### config.mk
export PLATFORM = sky130hd
export DESIGN_NAME = int_alu
export DESIGN_NICKNAME = d
export VERILOG_FILES = /design/src/rtl/alu_pkg.sv /design/src/rtl/alu_operand.sv /design/src/rtl/alu_addsub.sv /design/src/rtl/alu_shift.sv /design/src/rtl/int_alu.sv
export SDC_FILE = /design/constraint.sdc
export NUM_CORES = 1
export LEC_CHECK = 0
export BUFFER_PORTS_ARGS = -buffer_cell sky130_fd_sc_hd__buf_2
export CORE_UTILIZATION = 35
export DETAILED_ROUTE_END_ITERATION = 7
export RECOVER_POWER = 25
export SETUP_SLACK_MARGIN = 0.1
export SLEW_MARGIN = 20
export SYNTH_ARGS = -nofsm -noshare
export SYNTH_HDL_FRONTEND = slang
export SYNTH_SLANG_ARGS = --single-unit
export TNS_END_PERCENT = 30
### constraint.sdc
create_clock -name vclk -period 7.1
set_input_delay 1.42 -clock vclk [all_inputs]
set_output_delay 1.42 -clock vclk [all_outputs]
set_load 0.1 [all_outputs]
### src/rtl/alu_pkg.sv
package alu_pkg;

    typedef enum logic [3:0] {
        FN_ADD   = 4'd0,
        FN_ADDW  = 4'd1,
        FN_SUB   = 4'd2,
        FN_SUBW  = 4'd3,
        FN_AND   = 4'd4,
        FN_OR    = 4'd5,
        FN_XOR   = 4'd6,
        FN_NOR   = 4'd7,
        FN_LTS   = 4'd8,
        FN_LTU   = 4'd9,
        FN_SHL   = 4'd10,
        FN_SHRL  = 4'd11,
        FN_SHRA  = 4'd12,
        FN_UPPER = 4'd13
    } alu_fn_e;

    function automatic logic fn_is_bitwise(input alu_fn_e f);
        return (f == FN_AND) || (f == FN_OR) || (f == FN_XOR) || (f == FN_NOR);
    endfunction

    function automatic logic fn_is_subtract(input alu_fn_e f);
        return (f == FN_SUB) || (f == FN_SUBW) || (f == FN_LTS) || (f == FN_LTU);
    endfunction

endpackage

### src/rtl/alu_operand.sv
module alu_operand #(
    parameter int W     = 32,
    parameter int IMM_W = 16
) (
    input  logic [W-1:0]     reg_b,
    input  logic [IMM_W-1:0] imm,
    input  logic             use_imm,
    input  logic             zero_ext,
    output logic [W-1:0]     b_eff
);
    localparam int UPPER = W - IMM_W;

    logic [W-1:0] imm_ext;

    always_comb begin
        if (zero_ext) imm_ext = {{UPPER{1'b0}}, imm};
        else          imm_ext = {{UPPER{imm[IMM_W-1]}}, imm};
        b_eff = use_imm ? imm_ext : reg_b;
    end

    always_comb begin
        if (use_imm && zero_ext)
            AST_ZERO_EXT_UPPER: assert (b_eff[W-1:IMM_W] == '0);
        if (use_imm && !zero_ext)
            AST_SIGN_EXT_UPPER: assert (b_eff[W-1] == imm[IMM_W-1]);
    end
endmodule

### src/rtl/alu_addsub.sv
module alu_addsub #(
    parameter int W = 32
) (
    input  logic [W-1:0] a,
    input  logic [W-1:0] b,
    input  logic         sub,
    output logic [W-1:0] sum,
    output logic         carry,
    output logic         ovf_raw
);
    logic [W-1:0] b_adj;
    logic [W:0]   wide;

    always_comb begin
        b_adj   = b ^ {W{sub}};
        wide    = {1'b0, a} + {1'b0, b_adj} + {{W{1'b0}}, sub};
        sum     = wide[W-1:0];
        carry   = wide[W];
        ovf_raw = (a[W-1] == b_adj[W-1]) && (sum[W-1] != a[W-1]);
    end

    always_comb begin
        if (!sub && (a[W-1] != b[W-1]))
            AST_MIXED_SIGN_ADD: assert (!ovf_raw);
        if (sub && (a[W-1] == b[W-1]))
            AST_SAME_SIGN_SUB: assert (!ovf_raw);
    end
endmodule

### src/rtl/alu_shift.sv
module alu_shift #(
    parameter int W = 32
) (
    input  logic [W-1:0]         value,
    input  logic [$clog2(W)-1:0] amt,
    input  logic                 right,
    input  logic                 arith,
    output logic [W-1:0]         shifted
);
    localparam int STAGES = $clog2(W);

    logic          fill;
    logic [W-1:0]  lft [STAGES+1];
    logic [W-1:0]  rgt [STAGES+1];

    assign fill   = arith & value[W-1];
    assign lft[0] = value;
    assign rgt[0] = value;

    for (genvar s = 0; s < STAGES; s++) begin : g_stage
        localparam int D = 1 << s;
        assign lft[s+1] = amt[s] ? {lft[s][W-1-D:0], {D{1'b0}}} : lft[s];
        assign rgt[s+1] = amt[s] ? {{D{fill}}, rgt[s][W-1:D]}  : rgt[s];
    end

    assign shifted = right ? rgt[STAGES] : lft[STAGES];

    always_comb begin
        if (right && arith && value[W-1])
            AST_SRA_SIGN_FILL: assert (shifted[W-1]);
        if (right && !arith && (amt != '0))
            AST_SRL_ZERO_TOP: assert (!shifted[W-1]);
    end
endmodule

### src/rtl/int_alu.sv
module int_alu #(
    parameter int W     = 32,
    parameter int IMM_W = 16
) (
    input  logic [3:0]           func,
    input  logic [W-1:0]         op_a,
    input  logic [W-1:0]         op_b,
    input  logic [IMM_W-1:0]     imm,
    input  logic                 use_imm,
    input  logic [$clog2(W)-1:0] shamt,
    input  logic                 shift_var,
    output logic [W-1:0]         result,
    output logic                 ovf
);
    import alu_pkg::*;

    localparam int SH_W = $clog2(W);

    alu_fn_e        fn;
    logic [W-1:0]   b_eff;
    logic [W-1:0]   sum;
    logic           carry;
    logic           ovf_raw;
    logic [SH_W-1:0] amt;
    logic [W-1:0]   shifted;
    logic           less_s;
    logic           less_u;

    assign fn  = alu_fn_e'(func);
    assign amt = shift_var ? op_a[SH_W-1:0] : shamt;

    alu_operand #(.W(W), .IMM_W(IMM_W)) u_operand (
        .reg_b    (op_b),
        .imm      (imm),
        .use_imm  (use_imm),
        .zero_ext (fn_is_bitwise(fn)),
        .b_eff    (b_eff)
    );

    alu_addsub #(.W(W)) u_addsub (
        .a       (op_a),
        .b       (b_eff),
        .sub     (fn_is_subtract(fn)),
        .sum     (sum),
        .carry   (carry),
        .ovf_raw (ovf_raw)
    );

    alu_shift #(.W(W)) u_shift (
        .value   (op_b),
        .amt     (amt),
        .right   ((fn == FN_SHRL) || (fn == FN_SHRA)),
        .arith   (fn == FN_SHRA),
        .shifted (shifted)
    );

    assign less_s = sum[W-1] ^ ovf_raw;
    assign less_u = ~carry;

    always_comb begin
        result = '0;
        ovf    = 1'b0;
        unique case (fn)
            FN_ADD:   begin result = sum; ovf = ovf_raw; end
            FN_SUB:   begin result = sum; ovf = ovf_raw; end
            FN_ADDW,
            FN_SUBW:  result = sum;
            FN_AND:   result = op_a & b_eff;
            FN_OR:    result = op_a | b_eff;
            FN_XOR:   result = op_a ^ b_eff;
            FN_NOR:   result = ~(op_a | b_eff);
            FN_LTS:   result = {{(W-1){1'b0}}, less_s};
            FN_LTU:   result = {{(W-1){1'b0}}, less_u};
            FN_SHL,
            FN_SHRL,
            FN_SHRA:  result = shifted;
            FN_UPPER: result = {imm, {(W-IMM_W){1'b0}}};
            default:  result = '0;
        endcase
    end

    always_comb begin
        if ((fn != FN_ADD) && (fn != FN_SUB))
            AST_NO_OVERFLOW: assert (!ovf);
        if (fn == FN_UPPER)
            AST_UPPER_LOW_CLEAR: assert (result[W-IMM_W-1:0] == '0);
        if ((fn == FN_LTS) || (fn == FN_LTU))
            AST_COMPARE_BOOL: assert (result[W-1:1] == '0);
        if ((fn == FN_LTS) && (op_a[W-1] != b_eff[W-1]))
            AST_LTS_SIGN_DECIDES: assert (result[0] == op_a[W-1]);
        if (func > 4'd13)
            AST_UNUSED_ZERO: assert (result == '0);
    end
endmodule

==> impl_metrics.env, run 1 <==
export IMPL_tns_ns=0
export IMPL_crit_path_end_kind="output port"
export IMPL_diodes=0
export IMPL_synth_cell_types=78
export IMPL_crit_path_start_kind="input pin"
export IMPL_io_pins=124
export IMPL_rows=57
export IMPL_min_path_cells=3
export IMPL_final_nets=1417
export IMPL_path_delay_family="multiplexers"
export IMPL_cp_cell_sequence="clkbuf_2 -> mux2i_2 -> mux2i_1 -> o21ai_1 -> mux2i_1 -> mux2i_1 -> mux2_2 -> o211ai_1 -> o211ai_1 -> buf_12"
export IMPL_hold_class="input pin to output port"
export IMPL_critPathRequiredTime_ns=5.68
export IMPL_drtAntennaViolNets=0
export IMPL_max_cap_viol_count=1
export IMPL_violations="capacitance limit, slew limit"
export IMPL_hold_end="ovf"
export IMPL_crit_path_max_fanout=18
export IMPL_period_share_pct=96.4
export IMPL_crit_type="input pin to output port"
export IMPL_finalPower_uw=1520
export IMPL_status="finished, violations left"
export IMPL_fin_util_pct=41.3
export IMPL_ir_drop_uv=139
export IMPL_tightest_slew_ns=1.51
export IMPL_route_detailed_drc=0
export IMPL_critPathBufInv=2
export IMPL_leakagePower_uw=0.00447
export IMPL_overflow=0
export IMPL_port_buffers=124
export IMPL_maxSlewViolCount=18
export IMPL_hp_start="func[0]"
export IMPL_dp_hpwl_um=30100
export IMPL_max_slew_margin_pct=-2.39
export IMPL_syn_nets=1338
export IMPL_syn_inst=1148
export IMPL_hold_viol=0
export IMPL_slowest_stage="mux2i_2"
export IMPL_worstPathArrival_ns=5.42
export IMPL_syn_avg_cell_area_um2=7.60
export IMPL_seq_area_frac_synth_pct=0
export IMPL_seqCellArea_um2=0
export IMPL_cpPeakStageDelay_ns=1.27
export IMPL_fp_dieW_um=160
export IMPL_start_util_pct=35.8
export IMPL_wl_um=37300
export IMPL_track_usage_pct=28.3
export IMPL_dieArea_mm2=0.0256
export IMPL_cpMostUsedCell="mux2i_1"
export IMPL_seq_cell_count=0
export IMPL_rsz0062_at_grt="true"
export IMPL_period_needed_ns=6.84
export IMPL_grt_first_pass_wirelength_um=56300
export IMPL_drt_initial_drc_count=1164
export IMPL_num_vias=9778
export IMPL_post_drt_wl_per_cell_um=24.1
export IMPL_areaGrowthSynthToFinish_pct=15.4
export IMPL_powerDensity_mw_per_mm2=151
export IMPL_drive_gt1_share_pct=20.0
export IMPL_synth_area_mm2=0.00873
export IMPL_viasPerCell=6.31
export IMPL_final_setup_viol_count=0
export IMPL_synth_warnings=0
export IMPL_die_h_um=160
export IMPL_gp_congestion=0.986
export IMPL_max_freq_mhz=146
export IMPL_dr_pass1_iters=7
export IMPL_design_core_area_mm2=0.0244
export IMPL_clkbuf_count=0
export IMPL_grt_pass1_vias=9198
export IMPL_grt_max_degree=59
export IMPL_grt_antenna_before_repair=0
logic make-up after synthesis:
logic type	share of synthesized area (%)
compound gates	27.3
xor+xnor	8.53
mux	27.1
fa+ha+maj	14.3
buf+inv	7.91
simple gates	15.0
power by group:
group / leakage [uW] / internal [uW] / total, uW / switching (uW)
Clock: 0 / 0 / 0 / 0
Sequential: 0 / 0 / 0 / 0
Combinational: 0.00447 / 540 / 1520 / 985
Total: 0.00447 / 540 / 1520 / 985
worst max path at each step:
| stage | endpoint | cells past startpoint | startpoint |
|---|---|---|---|
| final | result[17] | 10 | shift_var |
| after global placement | result[30] | 16 | func[1] |
| after detailed placement | result[30] | 16 | func[1] |
| after CTS | result[30] | 14 | use_imm |
| after floorplan | result[26] | 14 | func[2] |
| after global routing | result[31] | 15 | func[3] |
cell usage after synthesis (21+ instances only):
cell	n	area share (%)
a21oi_1	61	3.5
clkbuf_1	48	2.1
o211ai_1	29	2.5
nor2_1	94	4.0
nand2_1	75	3.2
o21ai_0	75	4.3
inv_1	72	3.1
mux2i_1	118	14
xnor2_1	72	7.2
a21o_1	21	1.8
nor3_1	26	1.5
mux4_2	45	12
ha_1	98	14
cells in the final DEF, fill, tap and decap left out, types with 21 or more instances in the layout:
cell type / netlist / routed
a21o_1: 21 / 21
buf_2: 19 / 94
inv_1: 72 / 72
mux4_2: 45 / 45
nor3_1: 26 / 26
buf_12: 0 / 22
buf_4: 7 / 40
o211ai_1: 29 / 29
o21ai_0: 75 / 72
nor2_1: 94 / 93
a21oi_1: 61 / 61
nand2_1: 75 / 75
xnor2_1: 72 / 71
ha_1: 98 / 98
mux2i_1: 118 / 114
layout make-up:
cell class,count,area [um2]
fill,2577,14300
timing repair buffer,164,1250
tap,324,405
multi-input combinational,988,8140
inverter,73,277
per-stage QoR:
step / worst slack, ns / cells / area, um2 / hold slack, ns
2_1_floorplan: -0.404 / 1148 / 8750 / 3.20
3_3_place_gp: 0.0528 / 1549 / 10100 / 3.25
3_5_place_dp: 0.00355 / 1549 / 10100 / 3.25
4_1_cts: 0.196 / 1549 / 10100 / 3.25
5_1_grt: 0.0364 / 1549 / 10100 / 3.27
6_report: 0.255 / 1549 / 10100 / 3.25
timing repair:
item,in CTS,in global routing
gates resized for setup,1,3
setup endpoints to repair,1,4
hold buffers,0,0
setup buffers,0,0
cloned,0,0
per-layer routing:
layer  wire length, um  GRT usage, %  vias up
met1             15800          39.2     4679
met5                 0             0        -
li1                  -             -     4467
met4              1400          10.0        0
met3              3580          4.36       80
met2             16500          44.2      552
No activity file was read; power rests on OpenSTA's default activity.
==> inputs of run 2 (changes only) <==
==> constraint.sdc (replaced) <==
create_clock -name vclk -period 6.5
set_input_delay 1.3 -clock vclk [all_inputs]
set_output_delay 1.3 -clock vclk [all_outputs]
set_load 0.1 [all_outputs]
==> run 2 against run 1 <==
Net effect: the run now ends clean; global-route usage increased by 0.18 points; total power is 15% higher; non-clock buffer count increased by 16; count of clock-buffer cells in the layout stayed put; sequential share of layout area stayed put; worst hold slack got worse by 0.090 ns; combinational power rose by 15%; wire length is 1.2% higher; setup slack worse by 0.032 ns; design area is 3.7% higher; final cell count increased by 1.0%; sequential cell count unchanged; critical endpoint is now result[30].
==> impl_metrics.env, run 2 (synthesized netlist as in run 1, its figures left out) <==
export IMPL_crit_type="input pin to output port"
export IMPL_fin_ws_ns=0.223
export IMPL_mostFrequentLayoutCells="mux2i_1, ha_1, nor2_1, buf_2"
export IMPL_dieArea_mm2=0.0256
export IMPL_dr_pass1_iters=6
export IMPL_wl_um=37800
export IMPL_track_usage_pct=28.5
export IMPL_fin_util_pct=42.8
export IMPL_die_h_um=160
export IMPL_fillers=2592
export IMPL_max_freq_mhz=159
export IMPL_seq_cell_count=0
export IMPL_critPathRequiredTime_ns=5.20
export IMPL_grt_antenna_before_repair=0
export IMPL_period_needed_ns=6.28
export IMPL_powerDensity_mw_per_mm2=167
export IMPL_leakagePower_uw=0.00459
export IMPL_fin_cells=1565
export IMPL_place_ws_ns=0.126
export IMPL_layout_commonest_cell="mux2i_1"
export IMPL_io_pins=124
export IMPL_period_share_pct=96.6
export IMPL_ir_drop_uv=195
export IMPL_seqCellArea_um2=0
export IMPL_areaGrowthSynthToFinish_pct=19.7
export IMPL_worstPathArrival_ns=4.98
export IMPL_stdcell_area_mm2=0.0104
export IMPL_dp_hpwl_um=30400
export IMPL_route_detailed_drc=0
export IMPL_final_setup_viol_count=0
export IMPL_viasPerCell=6.32
export IMPL_drtAntennaViolNets=0
export IMPL_rows=57
export IMPL_grt_first_pass_wirelength_um=56800
export IMPL_grt_max_degree=67
export IMPL_drive_gt1_share_pct=23.2
export IMPL_crit_path_start_kind="input pin"
export IMPL_fp_dieW_um=160
export IMPL_start_util_pct=35.8
export IMPL_placed_area_mm2=0.0104
export IMPL_overflow=0
export IMPL_top_usage_layer="met2"
export IMPL_post_drt_wl_per_cell_um=24.1
export IMPL_crit_path_end_kind="output port"
export IMPL_hold_viol=0
export IMPL_hold_class="input pin to output port"
export IMPL_num_vias=9897
export IMPL_max_slew_margin_pct=33.4
export IMPL_tightest_slew_ns=1.00
export IMPL_grt_use_met2_pct=45.1
export IMPL_gp_congestion=1.01
export IMPL_place_inst=1561
export IMPL_final_nets=1433
export IMPL_grt_pass1_vias=9128
export IMPL_rsz0062_at_grt="true"
export IMPL_grt_met3_usage_pct=2.03
export IMPL_design_core_area_mm2=0.0244
export IMPL_status="complete, no violations"
export IMPL_holdBufCountCts=0
export IMPL_diodes=0
export IMPL_port_buffers=124
export IMPL_maxSlewViolCount=0
export IMPL_met1_usage_pct=41.6
export IMPL_max_cap_viol_count=0
export IMPL_crit_path_max_fanout=11
export IMPL_drt_initial_drc_count=1191
export IMPL_clkbuf_count=0
export IMPL_hold_slack_ns=3.16
-- run 2: changes by cell type in the layout (fill, tap and decap cells not counted), sizes merged --
cell    previous run  this run
clkbuf             8         4
buf              156       176
-- run 2: where the power goes --
part / total, uW / leakage, uW / internal [uW] / switching, uW
Clock: 0 / 0 / 0 / 0
Sequential: 0 / 0 / 0 / 0
Combinational: 1750 / 0.00459 / 641 / 1110
Total: 1750 / 0.00459 / 641 / 1110
-- run 2: final cells by class --
class	instances	area [um2]	area share, %
Tap cell	324	405	3.88
Inverter	73	277	2.65
Multi-Input combinational cell	988	8280	79.3
Timing Repair Buffer	180	1480	14.2
-- run 2: timing repair --
item,4_1_cts,5_1_grt
endpoints found under the setup margin,1,6
gates cloned,0,0
pin swaps,0,2
gates resized for setup,1,9
buffers inserted,0,4
-- run 2: layer usage --
metal | vias up | share of wire (%)
li1 | 4503 | -
met1 | 4764 | 44
met2 | 577 | 45
met3 | 53 | 9.0
met4 | 0 | 2.7
met5 | - | 0
-- run 2: worst max-delay path, cell delays in order --
cell      delay, ns
clkbuf_4       0.22
buf_4          0.25
mux2i_2        0.31
xnor2_1        0.15
fa_2           0.39
a211oi_2       0.27
o211ai_1       0.18
a22oi_2        0.32
o211ai_2       0.19
a31oi_4        0.26
o31ai_4        0.12
and3_1         0.19
or4_1          0.53
buf_4          0.26
-- run 2: stage by stage --
step | TNS [ns] | power [uW]
finish | 0 | 1750
floorplan | -0.0499 | 1170
detailed placement | 0 | 1700
global route | 0 | 1840
CTS | 0 | 1710
global placement | 0 | 1700
-- run 2: path summary, 6_finish.rpt --
kind / slack [ns] / start / to / cells after the start
max: 0.22 / use_imm / result[30] / 14
min: 3.16 / op_a[31] / ovf / 4
==> inputs of run 3 (changes only) <==
--- a/config.mk
+++ b/config.mk
@@ -9,6 +9,7 @@
 export CORE_UTILIZATION = 35
 export DETAILED_ROUTE_END_ITERATION = 7
 export RECOVER_POWER = 25
+export REMOVE_ABC_BUFFERS = 1
 export SETUP_SLACK_MARGIN = 0.1
 export SLEW_MARGIN = 20
 export SYNTH_ARGS = -nofsm -noshare
==> run 3 against run 2 <==
Net effect: sequential cell count did not move; largest power group unchanged; setup slack got worse by 0.035 ns; design area fell by 0.86%.
==> impl_metrics.env, run 3 (synthesized netlist as in run 1, its figures left out) <==
export IMPL_status="complete, no violations"
export IMPL_grt_antenna_before_repair=1
export IMPL_holdBufCountCts=0
export IMPL_crit_path_end_kind="output port"
export IMPL_ir_drop_uv=174
export IMPL_slowest_stage="a2111oi_2"
export IMPL_num_vias=9872
export IMPL_path_delay_family="compound AO/OA/AOI/OAI gates"
export IMPL_areaGrowthSynthToFinish_pct=18.6
export IMPL_dieArea_mm2=0.0256
export IMPL_drt_initial_drc_count=1141
export IMPL_dr_pass1_iters=8
export IMPL_port_buffers=124
export IMPL_diodes=0
export IMPL_die_h_um=160
export IMPL_max_freq_mhz=158
export IMPL_place_inst=1563
export IMPL_post_drt_wl_per_cell_um=23.2
export IMPL_cp_cell_sequence="buf_2 -> nand2b_1 -> nand2_1 -> nand2_1 -> o21ai_0 -> xnor2_1 -> ha_1 -> a21oi_1 -> o21bai_1 -> a211o_1 -> a2111oi_2 -> a21oi_2 -> a21oi_1 -> o21ai_0 -> a2111oi_2 -> buf_12"
export IMPL_io_pins=124
export IMPL_grt_pass1_vias=9146
export IMPL_clkbuf_count=0
export IMPL_multi_input_area_mm2=0.00819
export IMPL_max_cap_viol_count=0
export IMPL_fillers=2569
export IMPL_seq_cell_count=0
export IMPL_hold_viol=0
export IMPL_min_path_cells=4
export IMPL_mostFrequentLayoutCells="mux2i_1, ha_1, nor2_1"
export IMPL_grt_max_degree=50
export IMPL_viasPerCell=6.31
export IMPL_period_share_pct=97.1
export IMPL_crit_type="input pin to output port"
export IMPL_critPathBufInv=2
export IMPL_worstPathArrival_ns=5.01
export IMPL_powerDensity_mw_per_mm2=166
export IMPL_rsz0062_at_grt="true"
export IMPL_gp_congestion=0.965
export IMPL_route_detailed_drc=0
export IMPL_maxSlewViolCount=0
export IMPL_design_core_area_mm2=0.0244
export IMPL_cpPeakStageDelay_ns=0.50
export IMPL_layout_commonest_cell="mux2i_1"
export IMPL_drive_gt1_share_pct=21.7
export IMPL_crit_path_max_fanout=7
export IMPL_overflow=0
export IMPL_hold_end="ovf"
export IMPL_hp_start="op_a[31]"
export IMPL_critPathRequiredTime_ns=5.20
export IMPL_final_nets=1433
export IMPL_final_setup_viol_count=0
export IMPL_hold_class="input pin to output port"
export IMPL_rows=57
export IMPL_fin_cells=1565
export IMPL_max_slew_margin_pct=37.6
export IMPL_dp_hpwl_um=29400
export IMPL_start_util_pct=35.8
export IMPL_hold_slack_ns=3.11
export IMPL_track_usage_pct=27.3
export IMPL_fp_dieW_um=160
export IMPL_wl_um=36400
export IMPL_worst_path_stages=16
export IMPL_period_needed_ns=6.31
export IMPL_crit_path_start_kind="input pin"
export IMPL_leakagePower_uw=0.00458
export IMPL_grt_first_pass_wirelength_um=55000
export IMPL_seqCellArea_um2=0
export IMPL_tightest_slew_ns=0.937
export IMPL_drtAntennaViolNets=0
-- run 3: cell count changes in the layout (fill, tap and decap cells not counted), sizes merged --
cell	before	now
buf	176	175
clkbuf	4	5
-- run 3: stage by stage --
step / total power [uW] / TNS [ns] / setup WS [ns] / util, % / cell area, um2
CTS: 1670 / 0 / 0.112 / 42.1 / 10300
global route: 1820 / 0 / 0.0491 / 42.5 / 10400
detailed placement: 1670 / 0 / 0.0862 / 42.0 / 10300
global placement: 1660 / 0 / 0.0983 / 42.0 / 10300
finish: 1720 / 0 / 0.188 / 42.5 / 10400
floorplan: 1110 / -53.94 / -2.44 / - / 8320
-- run 3: per-layer routing --
metal / GRT usage [%] / share of wire [%]
met1: 38.8 / 44
met2: 43.9 / 45
met3: 2.65 / 8.6
met4: 6.75 / 2.9
met5: 0 / 0
-- run 3: repair_timing --
action | CTS | global route
resized for setup | 1 | 18
pin swaps | 0 | 5
setup endpoints to repair | 1 | 10
setup buffers | 0 | 2
endpoints found under the hold margin | 0 | 0
-- run 3: worst max path at each step --
stage / startpoint / to / slack, ns
2_1_floorplan: shift_var / result[22] / -2.44
3_3_place_gp: use_imm / result[30] / 0.1
3_5_place_dp: use_imm / result[30] / 0.09
4_1_cts: use_imm / result[30] / 0.11
5_1_grt: use_imm / ovf / 0.05
6_report: func[3] / ovf / 0.19
-- run 3: where the power goes --
part	internal (uW)	switching (uW)	leakage (uW)	total [uW]
clock	0	0	0	0
combinational	632	1090	0.00458	1720
sequential	0	0	0	0
-- run 3: cell type report --
class / count / share of cell area [%]
Timing Repair Buffer: 180 / 14.4
Inverter: 73 / 2.67
Tap cell: 324 / 3.91
Multi-Input combinational cell: 988 / 79.1
